File: config.mk
export PLATFORM = sky130hd
export DESIGN_NAME = stereo_cic_decim
export DESIGN_NICKNAME = d
export VERILOG_FILES = /design/src/rtl/cic_pkg.sv /design/src/rtl/cic_clk_en.sv /design/src/rtl/cic_decim_ctrl.sv /design/src/rtl/cic_channel.sv /design/src/rtl/stereo_cic_decim.sv
export SDC_FILE = /design/constraint.sdc
export NUM_CORES = 2
export LEC_CHECK = 0
export ABC_AREA = 1
export BUFFER_PORTS_ARGS = -buffer_cell sky130_fd_sc_hd__buf_2
export CAP_MARGIN = 20
export CORE_MARGIN = 8
export CORE_UTILIZATION = 60
export CTS_CLUSTER_SIZE = 24
export DETAILED_ROUTE_END_ITERATION = 10
export GPL_ROUTABILITY_DRIVEN = 0
export PLACE_DENSITY = 0.85
export SETUP_SLACK_MARGIN = 0.05
export SKIP_CTS_REPAIR_TIMING = 1
export SYNTH_ARGS = -nofsm -noshare
export SYNTH_HDL_FRONTEND = slang
export SYNTH_HIERARCHICAL = 1
export SYNTH_SLANG_ARGS = --single-unit
export TNS_END_PERCENT = 100
File: constraint.sdc
create_clock -name clk_i -period 14.8 [get_ports clk_i]
set_input_delay 2.96 -clock clk_i [delete_from_list [all_inputs] [get_ports clk_i]]
set_output_delay 2.96 -clock clk_i [all_outputs]
set_load 0.1 [all_outputs]
File: src/rtl/cic_pkg.sv
package cic_pkg;
  typedef enum logic [1:0] {
    DIV_BY_1 = 2'd0,
    DIV_BY_2 = 2'd1,
    DIV_BY_3 = 2'd2,
    DIV_ALT3 = 2'd3
  } div_sel_e;

  function automatic logic [1:0] div_ratio(input logic [1:0] sel);
    case (div_sel_e'(sel))
      DIV_BY_1: return 2'd1;
      DIV_BY_2: return 2'd2;
      default:  return 2'd3;
    endcase
  endfunction
endpackage

File: src/rtl/cic_clk_en.sv
module cic_clk_en
  import cic_pkg::*;
(
  input  logic       clk_i,
  input  logic       rst_ni,
  input  logic [1:0] div_sel_i,
  output logic       en_o
);
  logic [1:0] cnt_q;
  logic [1:0] ratio;

  assign ratio = div_ratio(div_sel_i);
  assign en_o  = (cnt_q == 2'd0);

  always_ff @(posedge clk_i or negedge rst_ni) begin
    if (!rst_ni) cnt_q <= 2'd0;
    else if (cnt_q >= ratio - 2'd1) cnt_q <= 2'd0;
    else cnt_q <= cnt_q + 2'd1;
  end
endmodule

File: src/rtl/cic_decim_ctrl.sv
module cic_decim_ctrl #(
  parameter int DECIM = 32
) (
  input  logic clk_i,
  input  logic rst_ni,
  input  logic en_i,
  output logic tick_o
);
  localparam int PH_W = (DECIM > 1) ? $clog2(DECIM) : 1;
  localparam logic [PH_W-1:0] PH_LAST = PH_W'(DECIM - 1);

  logic [PH_W-1:0] phase_q;

  assign tick_o = en_i && (phase_q == PH_LAST);

  always_ff @(posedge clk_i or negedge rst_ni) begin
    if (!rst_ni) phase_q <= '0;
    else if (en_i) phase_q <= (phase_q == PH_LAST) ? '0 : phase_q + 1'b1;
  end
endmodule

File: src/rtl/cic_channel.sv
module cic_channel #(
  parameter int ORDER = 5,
  parameter int ACC_W = 27
) (
  input  logic                    clk_i,
  input  logic                    rst_ni,
  input  logic                    en_i,
  input  logic                    tick_i,
  input  logic                    bit_i,
  output logic signed [ACC_W-1:0] sample_o
);
  logic signed [ACC_W-1:0] integ_q [ORDER];
  logic signed [ACC_W-1:0] dly_q   [ORDER];
  logic signed [ACC_W-1:0] comb_d  [ORDER+1];
  logic signed [ACC_W-1:0] x_in;

  // bit 1 -> +1, bit 0 -> -1
  assign x_in = bit_i ? ACC_W'(1) : {ACC_W{1'b1}};

  for (genvar k = 0; k < ORDER; k++) begin : g_int
    if (k == 0) begin : g_first
      always_ff @(posedge clk_i or negedge rst_ni) begin
        if (!rst_ni) integ_q[k] <= '0;
        else if (en_i) integ_q[k] <= integ_q[k] + x_in;
      end
    end else begin : g_rest
      always_ff @(posedge clk_i or negedge rst_ni) begin
        if (!rst_ni) integ_q[k] <= '0;
        else if (en_i) integ_q[k] <= integ_q[k] + integ_q[k-1];
      end
    end
  end

  assign comb_d[0] = integ_q[ORDER-1];

  for (genvar k = 0; k < ORDER; k++) begin : g_comb
    assign comb_d[k+1] = comb_d[k] - dly_q[k];
    always_ff @(posedge clk_i or negedge rst_ni) begin
      if (!rst_ni) dly_q[k] <= '0;
      else if (tick_i) dly_q[k] <= comb_d[k];
    end
  end

  always_ff @(posedge clk_i or negedge rst_ni) begin
    if (!rst_ni) sample_o <= '0;
    else if (tick_i) sample_o <= comb_d[ORDER];
  end
endmodule

File: src/rtl/stereo_cic_decim.sv
module stereo_cic_decim #(
  parameter int ORDER   = 5,
  parameter int DECIM   = 32,
  parameter int DECIM_W = $clog2(DECIM),
  parameter int ACC_W   = ORDER * DECIM_W + 2
) (
  input  logic                    clk_i,
  input  logic                    rst_ni,
  input  logic [1:0]              div_sel_i,
  input  logic                    bit_l_i,
  input  logic                    bit_r_i,
  output logic signed [ACC_W-1:0] sample_l_o,
  output logic signed [ACC_W-1:0] sample_r_o,
  output logic                    valid_o
);
  localparam int N_CH = 2;

  logic en;
  logic tick;
  logic [N_CH-1:0] bits;
  logic signed [ACC_W-1:0] samples [N_CH];

  assign bits = {bit_r_i, bit_l_i};

  cic_clk_en u_clk_en (
    .clk_i    (clk_i),
    .rst_ni   (rst_ni),
    .div_sel_i(div_sel_i),
    .en_o     (en)
  );

  cic_decim_ctrl #(.DECIM(DECIM)) u_ctrl (
    .clk_i (clk_i),
    .rst_ni(rst_ni),
    .en_i  (en),
    .tick_o(tick)
  );

  for (genvar c = 0; c < N_CH; c++) begin : g_ch
    cic_channel #(.ORDER(ORDER), .ACC_W(ACC_W)) u_ch (
      .clk_i   (clk_i),
      .rst_ni  (rst_ni),
      .en_i    (en),
      .tick_i  (tick),
      .bit_i   (bits[c]),
      .sample_o(samples[c])
    );
  end

  assign sample_l_o = samples[0];
  assign sample_r_o = samples[1];

  always_ff @(posedge clk_i or negedge rst_ni) begin
    if (!rst_ni) valid_o <= 1'b0;
    else valid_o <= tick;
  end
endmodule

==> flow_summary.ini <==
[worst_setup_path]
setup.worst_path.class = flip-flop to flip-flop
worst_setup_path_end_kind = flip-flop
critPathSlowestCell = fa_1
path_max_fanout = 5
cp_common_cell = inv_1
slowest_delay_ps = 400
critPathArrivalTime_ps = 8180
cp-start-kind = flip-flop
r2r_slack_ps = 7100
required_ps = 15280

[yosys]
synth.avg_cell_area_um2 = 7.67
synth-main-ff-cell = dfrtp_1
synthAdderAreaFrac_pct = 14.6
yosysWarnings = 6
yosysSeqAreaShare_pct = 31.8
synth_top_family_by_area = compound AO/OA/AOI/OAI gates
synth_cell_types = 67
yosys.area.top_type_share_pct = 31.8
synth_seq_cells = 602
synth_compound_area_share_pct = 20.3
synthArstFlopShare_pct = 100
synthMuxAreaShare_pct = 0.0633
syn_area_um2 = 47400
yosys-top-cells-area = dfrtp_1, ha_1, nand2_1, o21ai_0, a21oi_1
synth_xor_area_share_pct = 7.58
synth_edf_count = 0
yosys.area.top_type = dfrtp_1
synthSimpleGateAreaFrac_pct = 19.0
synth_cells = 6183
synth.net_count = 6732

[drt]
postRouteAntennaNets = 0
drt-total-wl_mm = 104
drt-initial-drc-count = 2772
viasPerCell = 5.63
drc = 0
wl_per_cell_um = 14.2
vias = 41138
firstDrtPassIters = 6

[final_layout]
area_growth_pct = 7.82
post-route-util_pct = 65.0
antennaDiodeCount = 0
drive_above_1_share_pct = 7.44
nets = 6747
final.fill_count = 6297

[sta]
maxSlewViolCount = 0
finalSetupTns_ps = 0
setup_violations = 0
period_needed_ps = 7700
worst_pin_slew_ps = 1090
fin_skew_ps = 15.6
fin_hold_ws_ps = 427
grt_setup_unrepaired = no
hold_violations = 0
fmax_ghz = 0.130
setup_ws_ps = 7100
fin_crit_sh_pct = 52.0
slew_headroom_pct = 27.3

[clock_tree]
htreeDepth = 3
worstSkewPairLatency_ps = 610
path_clk_slew_ps = 60
clockBufferDepth = 3
tritoncts = built
cts_buffers = 71
cts-root-buf = clkbuf_16
cts.sinks = 602

[global_routing]
grt.met1_usage_pct = 28.5
antenna_found_initial = 1
track_usage_pct = 23.0
top_usage_layer = met2
grt_use_met3_pct = 2.76
grt_util_met2_pct = 41.3
grt_start_max_net_pins = 177
grt_pass1_vias = 40440
overflow = 0
grt_first_pass_wirelength_mm = 181

[floorplan]
start_util_pct = 60.3
ioPinCount = 61
die_area_um2 = 88300
die_y_um = 297
dieWidth_um = 297
core_region_area_um2 = 78600
rows = 103

[run_status]
status = finished, final reports clean

[placement]
post-place-ws_ps = 7290
hpwlAfterDp_mm = 77.1
io_buffers = 60

[job]
cap_violations = 0

[hold_path]
hold_class = flip-flop to flip-flop
-- final timing paths --
check / startpoint / endpoint / cells past startpoint
max in group asynchronous: rst_ni / g_ch[0].u_ch/dly_q[51] / 3
setup reg to reg: g_ch[0].u_ch/comb_d[135] / g_ch[0].u_ch/sample_o[26] / 41
hold reg to reg: u_clk_en/cnt_q[0] / u_clk_en/cnt_q[0] / 1
min in group asynchronous: rst_ni / g_ch[1].u_ch/integ_q[113] / 1
setup / recovery: g_ch[0].u_ch/comb_d[135] / g_ch[0].u_ch/sample_o[26] / 41
hold / removal: u_clk_en/cnt_q[0] / u_clk_en/cnt_q[0] / 1
-- cell families (layout without fill, tap and decap cells) --
family | count (synthesis) | in the layout
AO/OA/AOI/OAI | 1633 | 1633
XOR/XNOR | 405 | 405
adder cells (fa/ha/maj) | 543 | 543
buffers and inverters | 831 | 900
flip-flops | 602 | 602
multiplexers | 2 | 2
AND/OR/NAND/NOR | 2167 | 2167
-- synthesized netlist by cell type (7+ instances only) --
library cell / instances
nor4_1: 15
nor2_2: 9
o31ai_1: 11
fa_1: 20
o21a_1: 29
xnor2_1: 170
nand3b_1: 7
a21oi_1: 523
nor2_1: 276
buf_1: 9
or2_2: 32
ha_1: 523
nand3_1: 185
a211oi_1: 9
nand2_1: 1464
a21boi_2: 18
nand2_2: 17
xor2_1: 229
o21bai_1: 46
o21ai_0: 639
o21ai_1: 48
a31oi_1: 64
nand3_2: 21
clkbuf_1: 115
a21oi_2: 49
nand4_1: 39
nor3_1: 76
o221ai_1: 28
o21bai_2: 12
o21ai_2: 66
dfrtp_1: 602
a21o_1: 30
inv_1: 691
a221oi_1: 14
-- cell type report --
class,count,area [um^2],area share [%]
Sequential cell,602,15100,29.5
Inverter,698,2640,5.15
Multi-Input combinational cell,4750,29200,57.2
Clock buffer,99,2090,4.08
Tap cell,1050,1310,2.57
Clock inverter,28,334,0.653
Timing Repair Buffer,75,468,0.915
-- flip-flops by register name, summed over array words and instances (netlist names) --
name                flops
u_clk_en/cnt_q          2
g_ch.u_ch/integ_q     216
g_ch.u_ch/sample_o     54
valid_o                 1
g_ch.u_ch/comb_d       54
g_ch.u_ch/dly_q       270
u_ctrl/phase_q          5
-- critical path, delay by kind of cell, from the launching register on --
kind | cells | cell delay [ps]
AOI/OAI and AO/OA | 13 | 2230
xor gates and xnor gates | 5 | 1090
adders and majority gates | 6 | 1920
buffers and inverters | 6 | 570
DFF | 1 | 370
and+or+nand+nor | 11 | 1400
-- routing by layer --
metal  routed length, um  up-vias
met5                   0        -
met4                3030        0
met3                4340      250
met2               50800      924
met1               45700    19086
li1                    -    20878
-- layout by cell type, fill, tap and decap left out, drive strengths merged, types with 8 or more instances in the layout --
cell / netlist / final
nand2: 1484 / 1484
o21ai: 758 / 758
inv: 697 / 700
dfrtp: 602 / 602
a21oi: 578 / 578
ha: 523 / 523
nor2: 287 / 287
xor2: 235 / 235
nand3: 206 / 206
xnor2: 170 / 170
clkbuf: 115 / 99
nor3: 79 / 79
buf: 18 / 75
a31oi: 64 / 64
o21bai: 58 / 58
or2: 41 / 41
nand4: 39 / 39
a21o: 31 / 31
o21a: 29 / 29
o221ai: 28 / 28
a21boi: 25 / 25
fa: 20 / 20
clkinv: 1 / 19
nor4: 15 / 15
a221oi: 14 / 14
o31ai: 13 / 13
a211oi: 9 / 9
o211ai: 8 / 8
-- metrics by stage --
step	instances	instance area [um^2]
after global placement	7174	48700
after global routing	7302	51100
final	7302	51100
after floorplan	6183	47400
after CTS	7301	51100
after detailed placement	7174	48700
Power is not shown: default switching activity piles up to over one toggle a cycle in this logic, so the estimate is an artifact.
